### src/rtl/uplink_enc_pkg.sv
package uplink_enc_pkg;

  typedef enum logic [1:0] {
    FR_IDLE = 2'd0,
    FR_SOF  = 2'd1,
    FR_DATA = 2'd2,
    FR_EOF  = 2'd3
  } frame_state_e;

  typedef enum logic [1:0] {
    SK_GAP  = 2'd0,
    SK_LOW  = 2'd1,
    SK_HIGH = 2'd2
  } seg_kind_e;

endpackage

### src/rtl/uplink_subcarrier_div.sv
// Half-period divider: raises tick in the last cycle of each subcarrier
// half-period and flips phase after it. A restart aligns a new segment.
module uplink_subcarrier_div #(
  parameter int DIV_LO = 16,
  parameter int DIV_HI = 14
) (
  input  logic clk,
  input  logic rst_n,
  input  logic run,
  input  logic restart,
  input  logic use_high,
  output logic tick,
  output logic phase
);

  localparam int DIV_MAX = (DIV_LO > DIV_HI) ? DIV_LO : DIV_HI;
  localparam int CNT_W   = (DIV_MAX > 2) ? $clog2(DIV_MAX) : 1;

  logic [CNT_W-1:0] cnt_q, cnt_d;
  logic             phase_q, phase_d;
  logic [CNT_W-1:0] limit;

  assign limit = use_high ? CNT_W'(DIV_HI - 1) : CNT_W'(DIV_LO - 1);
  assign tick  = run && (cnt_q == limit);
  assign phase = phase_q;

  always_comb begin
    cnt_d   = cnt_q;
    phase_d = phase_q;
    if (restart) begin
      cnt_d   = '0;
      phase_d = 1'b1;
    end else if (run) begin
      if (tick) begin
        cnt_d   = '0;
        phase_d = ~phase_q;
      end else begin
        cnt_d = cnt_q + 1'b1;
      end
    end
  end

  always_ff @(posedge clk or negedge rst_n) begin
    if (!rst_n) begin
      cnt_q   <= '0;
      phase_q <= 1'b0;
    end else begin
      cnt_q   <= cnt_d;
      phase_q <= phase_d;
    end
  end

endmodule

### src/rtl/uplink_seg_timer.sv
// Counts half-period ticks; done marks the final cycle of a segment.
module uplink_seg_timer #(
  parameter int TICK_W = 8
) (
  input  logic              clk,
  input  logic              rst_n,
  input  logic              restart,
  input  logic              tick,
  input  logic [TICK_W-1:0] target,
  output logic              done
);

  logic [TICK_W-1:0] tcnt_q, tcnt_d;

  assign done = tick && (tcnt_q == (target - 1'b1));

  always_comb begin
    tcnt_d = tcnt_q;
    if (restart) begin
      tcnt_d = '0;
    end else if (tick) begin
      tcnt_d = tcnt_q + 1'b1;
    end
  end

  always_ff @(posedge clk or negedge rst_n) begin
    if (!rst_n) begin
      tcnt_q <= '0;
    end else begin
      tcnt_q <= tcnt_d;
    end
  end

endmodule

### src/rtl/uplink_frame_seq.sv
// Frame sequencer: walks start pattern, data half-bits and end pattern,
// picks the current segment kind and length, and pops queue bytes.
module uplink_frame_seq
  import uplink_enc_pkg::*;
#(
  parameter int BYTE_W        = 8,
  parameter int HALF_LO_TICKS = 16,
  parameter int HALF_HI_TICKS = 18,
  parameter int SOF_LONG      = 3,
  parameter int RATE_SCALE    = 4,
  parameter int TICK_W        = 8
) (
  input  logic              clk,
  input  logic              rst_n,
  input  logic              cfg_dual,
  input  logic              cfg_low_rate,
  input  logic              tx_valid,
  input  logic [BYTE_W-1:0] tx_data,
  input  logic              tx_last,
  input  logic              seg_done,
  output logic              tx_ready,
  output logic              active,
  output logic              restart,
  output logic              use_high,
  output logic              burst,
  output logic [TICK_W-1:0] seg_target
);

  localparam int BIT_W = (BYTE_W > 2) ? $clog2(BYTE_W) : 1;

  frame_state_e      state_q, state_d;
  logic [1:0]        step_q, step_d;
  logic [BIT_W-1:0]  bit_q, bit_d;
  logic [BYTE_W-1:0] shreg_q, shreg_d;
  logic              last_q, last_d;
  logic              dual_q, dual_d;
  logic              low_q, low_d;

  logic      sym_b;
  logic      long_seg;
  seg_kind_e kind;
  logic      start;
  logic      sof_end;
  logic      byte_end;
  logic      take;
  int        ticks;

  // Segment description: symbol B leads a 1 bit, symbol A leads a 0 bit.
  always_comb begin
    sym_b    = 1'b0;
    long_seg = 1'b0;
    unique case (state_q)
      FR_SOF: begin
        sym_b    = ~step_q[0];
        long_seg = ~step_q[1];
      end
      FR_EOF: begin
        sym_b    = step_q[0];
        long_seg = step_q[1];
      end
      FR_DATA: begin
        sym_b    = shreg_q[0] ^ step_q[0];
        long_seg = 1'b0;
      end
      default: begin
        sym_b    = 1'b0;
        long_seg = 1'b0;
      end
    endcase
  end

  always_comb begin
    if (!sym_b) begin
      kind = SK_LOW;
    end else if (dual_q) begin
      kind = SK_HIGH;
    end else begin
      kind = SK_GAP;
    end
  end

  assign use_high = (kind == SK_HIGH);
  assign burst    = (kind != SK_GAP);

  always_comb begin
    ticks = use_high ? HALF_HI_TICKS : HALF_LO_TICKS;
    if (long_seg) begin
      ticks = ticks * SOF_LONG;
    end
    if (low_q) begin
      ticks = ticks * RATE_SCALE;
    end
    seg_target = TICK_W'(ticks);
  end

  assign active   = (state_q != FR_IDLE);
  assign start    = (state_q == FR_IDLE) && tx_valid;
  assign sof_end  = (state_q == FR_SOF) && seg_done && (step_q == 2'd3);
  assign byte_end = (state_q == FR_DATA) && seg_done && step_q[0] &&
                    (bit_q == BIT_W'(BYTE_W - 1));
  assign take     = tx_valid && (sof_end || (byte_end && !last_q));
  assign tx_ready = take;
  assign restart  = start || (active && seg_done);

  always_comb begin
    state_d = state_q;
    step_d  = step_q;
    bit_d   = bit_q;
    shreg_d = shreg_q;
    last_d  = last_q;
    dual_d  = dual_q;
    low_d   = low_q;
    unique case (state_q)
      FR_IDLE: begin
        if (tx_valid) begin
          state_d = FR_SOF;
          step_d  = 2'd0;
          dual_d  = cfg_dual;
          low_d   = cfg_low_rate;
        end
      end
      FR_SOF: begin
        if (seg_done) begin
          if (step_q == 2'd3) begin
            step_d  = 2'd0;
            state_d = take ? FR_DATA : FR_EOF;
          end else begin
            step_d = step_q + 2'd1;
          end
        end
      end
      FR_DATA: begin
        if (seg_done) begin
          if (!step_q[0]) begin
            step_d = 2'd1;
          end else begin
            step_d = 2'd0;
            if (bit_q == BIT_W'(BYTE_W - 1)) begin
              state_d = take ? FR_DATA : FR_EOF;
            end else begin
              bit_d   = bit_q + 1'b1;
              shreg_d = shreg_q >> 1;
            end
          end
        end
      end
      FR_EOF: begin
        if (seg_done) begin
          if (step_q == 2'd3) begin
            state_d = FR_IDLE;
            step_d  = 2'd0;
          end else begin
            step_d = step_q + 2'd1;
          end
        end
      end
      default: state_d = FR_IDLE;
    endcase
    if (take) begin
      shreg_d = tx_data;
      last_d  = tx_last;
      bit_d   = '0;
    end
  end

  always_ff @(posedge clk or negedge rst_n) begin
    if (!rst_n) begin
      state_q <= FR_IDLE;
      step_q  <= 2'd0;
      bit_q   <= '0;
      shreg_q <= '0;
      last_q  <= 1'b0;
      dual_q  <= 1'b0;
      low_q   <= 1'b0;
    end else begin
      state_q <= state_d;
      step_q  <= step_d;
      bit_q   <= bit_d;
      shreg_q <= shreg_d;
      last_q  <= last_d;
      dual_q  <= dual_d;
      low_q   <= low_d;
    end
  end

endmodule

### src/rtl/uplink_resp_encoder.sv
module uplink_resp_encoder #(
  parameter int BYTE_W        = 8,
  parameter int DIV_LO        = 16,
  parameter int DIV_HI        = 14,
  parameter int HALF_LO_TICKS = 16,
  parameter int HALF_HI_TICKS = 18,
  parameter int SOF_LONG      = 3,
  parameter int RATE_SCALE    = 4
) (
  input  logic              clk,
  input  logic              rst_n,
  input  logic              cfg_dual,
  input  logic              cfg_low_rate,
  input  logic              tx_valid,
  input  logic [BYTE_W-1:0] tx_data,
  input  logic              tx_last,
  output logic              tx_ready,
  output logic              load_mod,
  output logic              busy
);

  localparam int MAX_HALF  = (HALF_HI_TICKS > HALF_LO_TICKS) ? HALF_HI_TICKS : HALF_LO_TICKS;
  localparam int MAX_TICKS = MAX_HALF * SOF_LONG * RATE_SCALE;
  localparam int TICK_W    = $clog2(MAX_TICKS + 1);

  // Reset: asserted asynchronously, released on a clock edge.
  logic [1:0] rst_pipe_q;
  logic       rst_core_n;

  always_ff @(posedge clk or negedge rst_n) begin
    if (!rst_n) begin
      rst_pipe_q <= 2'b00;
    end else begin
      rst_pipe_q <= {rst_pipe_q[0], 1'b1};
    end
  end
  assign rst_core_n = rst_pipe_q[1];

  logic              active;
  logic              restart;
  logic              use_high;
  logic              burst;
  logic              tick;
  logic              phase;
  logic              seg_done;
  logic [TICK_W-1:0] seg_target;

  uplink_frame_seq #(
    .BYTE_W        (BYTE_W),
    .HALF_LO_TICKS (HALF_LO_TICKS),
    .HALF_HI_TICKS (HALF_HI_TICKS),
    .SOF_LONG      (SOF_LONG),
    .RATE_SCALE    (RATE_SCALE),
    .TICK_W        (TICK_W)
  ) u_seq (
    .clk          (clk),
    .rst_n        (rst_core_n),
    .cfg_dual     (cfg_dual),
    .cfg_low_rate (cfg_low_rate),
    .tx_valid     (tx_valid),
    .tx_data      (tx_data),
    .tx_last      (tx_last),
    .seg_done     (seg_done),
    .tx_ready     (tx_ready),
    .active       (active),
    .restart      (restart),
    .use_high     (use_high),
    .burst        (burst),
    .seg_target   (seg_target)
  );

  uplink_subcarrier_div #(
    .DIV_LO (DIV_LO),
    .DIV_HI (DIV_HI)
  ) u_div (
    .clk      (clk),
    .rst_n    (rst_core_n),
    .run      (active),
    .restart  (restart),
    .use_high (use_high),
    .tick     (tick),
    .phase    (phase)
  );

  uplink_seg_timer #(
    .TICK_W (TICK_W)
  ) u_timer (
    .clk     (clk),
    .rst_n   (rst_core_n),
    .restart (restart),
    .tick    (tick),
    .target  (seg_target),
    .done    (seg_done)
  );

  assign load_mod = active && burst && phase;
  assign busy     = active;

endmodule

### config.mk
export PLATFORM = sky130hd
export DESIGN_NAME = uplink_resp_encoder
export DESIGN_NICKNAME = d
export VERILOG_FILES = /design/src/rtl/uplink_enc_pkg.sv /design/src/rtl/uplink_subcarrier_div.sv /design/src/rtl/uplink_seg_timer.sv /design/src/rtl/uplink_frame_seq.sv /design/src/rtl/uplink_resp_encoder.sv
export SDC_FILE = /design/constraint.sdc
export NUM_CORES = 1
export LEC_CHECK = 0
export CORE_ASPECT_RATIO = 1.1
export CORE_UTILIZATION = 57
export DETAILED_ROUTE_END_ITERATION = 16
export PLACE_DENSITY_LB_ADDON = 0.3
export SLEW_MARGIN = 30
export SYNTH_ARGS = -nofsm -noshare
export SYNTH_HDL_FRONTEND = slang
export SYNTH_SLANG_ARGS = --single-unit
### constraint.sdc
create_clock -name clk -period 3.2 [get_ports clk]
set_clock_uncertainty 0.1 [all_clocks]
set_input_delay 0.64 -clock clk [delete_from_list [all_inputs] [get_ports clk]]
set_output_delay 0.64 -clock clk [all_outputs]
set_load 0.01 [all_outputs]
==> metrics <==
outcome=finished with violations; failing checks=negative setup slack; Hold Crit Class=register to asynchronous set/reset pin; cell area after synthesis=1998 µm²; Inst Count DP=281; WS Path Type=register to primary output; Layout Nets=275; clk sinks=33; GPL Wtd Cong=0.9058; Diodes inserted=0; FFs w/ async S/R, synth=1.000; Layout area overhead=36.26%; post-route ant nets=0; cts hold-fix bufs=0; first-pass GRT wire length=8.293 mm; Top Ports=17; vias after detailed routing=1855; final period utilization=1.121; kind of end point of the critical path=primary output; final wirelength=5.998 mm; syn_area_per_cell=10.25 µm²; worst setup margin=-0.3875 ns; Die Y=64.10 µm; CTS tree=done; DRC violations left=0; max-cap violations=0; pre-CTS setup slack=-0.3676 ns; Root Driver=clkbuf_4; final hold violations=0; peak supply drop=618.4 µV; gr usage total=0.3016; sequential area share after synthesis=0.4133; most frequent cells after synthesis=dfrtp_1 (33), nand2_1 (15), inv_1 (11); syn nets=218; Leak=0.001193 µW; Inserted Clock Buffers=5; PwrDens=756.7 nW/µm²; Synth cell types=46; RSZ-0062 raised after global routing=true; initial antenna violation count=0; Setup TNS=-2.007 ns; DP Wirelength=3.484 mm; Pins Over Slew Limit=0; Synth area leaders=dfrtp_1 (41%), ha_1 (5.6%), a2bb2oi_2 (4.5%); CORE AREA=3331 µm²; Die X=58.45 µm; Worst-path clk slew=0.13 ns; final setup fails=17; top-count cell post-synth=dfrtp_1; Via density=6.163; total gr overflow=0; min Tclk post-route=3.588 ns; Data arrival, critical path=2.85 ns; R2R setup slack=-0.14 ns; CP startpoint kind=register; final cell count without fillers=301; vias in the first global route=1816; Iteration-0 DRC Markers=141; CP max FO=4; Initial DRT Pass Iterations=6; Initial Util=0.5999; hold_ws=0.1585 ns; die footprint=3746 µm²; largest net degree at the start of global routing=32; worst path required time=2.46 ns; Synth Instances=195; clk buf depth=2; cells on worst reg2reg path=12; PortBufs=16; warnings from Yosys=0; Yosys reg bits=33; Worst R2R End=u_seq.step_q[0]$_DFFE_PN0P_; dominant cell type by area after synthesis=dfrtp_1; layout cells sized above 1=0.3399; FMAX=0.2787 GHz; worst reg2reg startpoint=u_seq.state_q[0]$_DFFE_PN0P_; H-tree lvl count=2; Synth Flop Type=dfrtp_1; drt wl/cell=19.93 µm; area fraction of the dominant cell type after synthesis=0.4133; clock latency on the worst-skew pair=0.36 ns; Row Count=22; number of synthesized flops with an enable pin=0
[power breakdown]
group          switching, µW  internal [µW]
clock                    161           82.8
sequential              92.7            504
combinational            619            602
[flip-flops by register name, summed over array words and instances, names as in the netlist, 2 cells and up]
name / count
rst_pipe_q: 2
u_div.cnt_q: 4
u_seq.bit_q: 3
u_seq.shreg_q: 8
u_seq.state_q: 2
u_seq.step_q: 2
u_timer.tcnt_q: 8
[metrics by stage]
step           utilization  total power, µW  area [µm²]
2_1_floorplan            -             1175        1998
3_3_place_gp        0.7246             1512        2414
3_5_place_dp        0.7246             1562        2414
4_1_cts             0.7686             1889        2560
5_1_grt             0.8174             2161        2723
6_report            0.8174             2060        2723
[metal layers]
| layer | routed length (µm) | share of wire | global-route usage | vias to the layer above |
|---|---|---|---|---|
| li1 | - | - | - | 828 |
| met1 | 2305 | 0.38 | 0.3360 | 895 |
| met2 | 3011 | 0.50 | 0.5259 | 97 |
| met3 | 301 | 0.050 | 0.05466 | 35 |
| met4 | 380 | 0.063 | 0.1786 | 0 |
| met5 | 0 | 0 | 0 | - |
[layout make-up]
type                    count  area, µm²
fillers                   160      608.1
flip-flops and latches     33      827.0
inverters                  11      43.79
clock inverters             3      17.52
clock buffers               5      37.54
multi-input cells         145       1232
repair buffers             56      504.2
well taps                  48      60.06
[kinds of logic after synthesis]
logic type                 after synthesis  share of synthesized area
buffers and inverters                   17                    0.03444
muxes                                   13                    0.07076
and+or+nand+nor                         66                     0.1841
other                                    1                   0.001877
adders and majority gates                9                    0.05636
xor gates and xnor gates                10                    0.04383
DFF                                     33                     0.4133
AOI/OAI and AO/OA                       46                     0.1954
[layout by cell type, fill, tap and decap left out, types with 3 or more instances in the layout]
cell type and count:
clkbuf_4 5, xor2_1 5, a21oi_1 5, inv_1 9, a2bb2oi_2 7, o21ai_0 7
mux2i_1 4, nand4_1 6, nand2_1 15, buf_6 3, nor3b_1 3, nand3_1 5
dfrtp_1 32, buf_4 34, and3_1 4, and2_1 4, ha_1 5, clkdlybuf4s50_1 15
o22ai_1 7, nor2b_1 4, nor2_1 7, mux2_2 6, xnor2_1 5, nor3_1 4
ha_4 3
[worst max-delay path by stage]
stage                                            start  slack [ns]        to  cells past startpoint
after global placement    u_seq.state_q[0]$_DFFE_PN0P_       -0.24  tx_ready                      8
final                     u_seq.state_q[0]$_DFFE_PN0P_       -0.39  tx_ready                      8
after CTS                 u_seq.state_q[1]$_DFFE_PN0P_       -0.19  tx_ready                      9
after detailed placement  u_seq.state_q[0]$_DFFE_PN0P_       -0.37  tx_ready                      8
after floorplan           u_seq.state_q[0]$_DFFE_PN0P_        0.08  tx_ready                      7
after global routing      u_seq.state_q[0]$_DFFE_PN0P_       -0.42  tx_ready                      8
[repair_timing]
action                     4_1_cts  5_1_grt
cloned                           0        1
resized for setup               14       26
setup endpoints to repair        3       24
setup buffers                    6        6
pin swaps                        6        8
[worst max-delay path: stages, from the launching register on]
cell,delay [ns]
dfrtp_2,0.46
buf_4,0.16
ha_4,0.17
a211oi_2,0.42
a2111oi_4,0.11
nand3b_1,0.18
a2111o_1,0.47
nor4_4,0.34
buf_2,0.20
(Power assumes the default switching activity.)
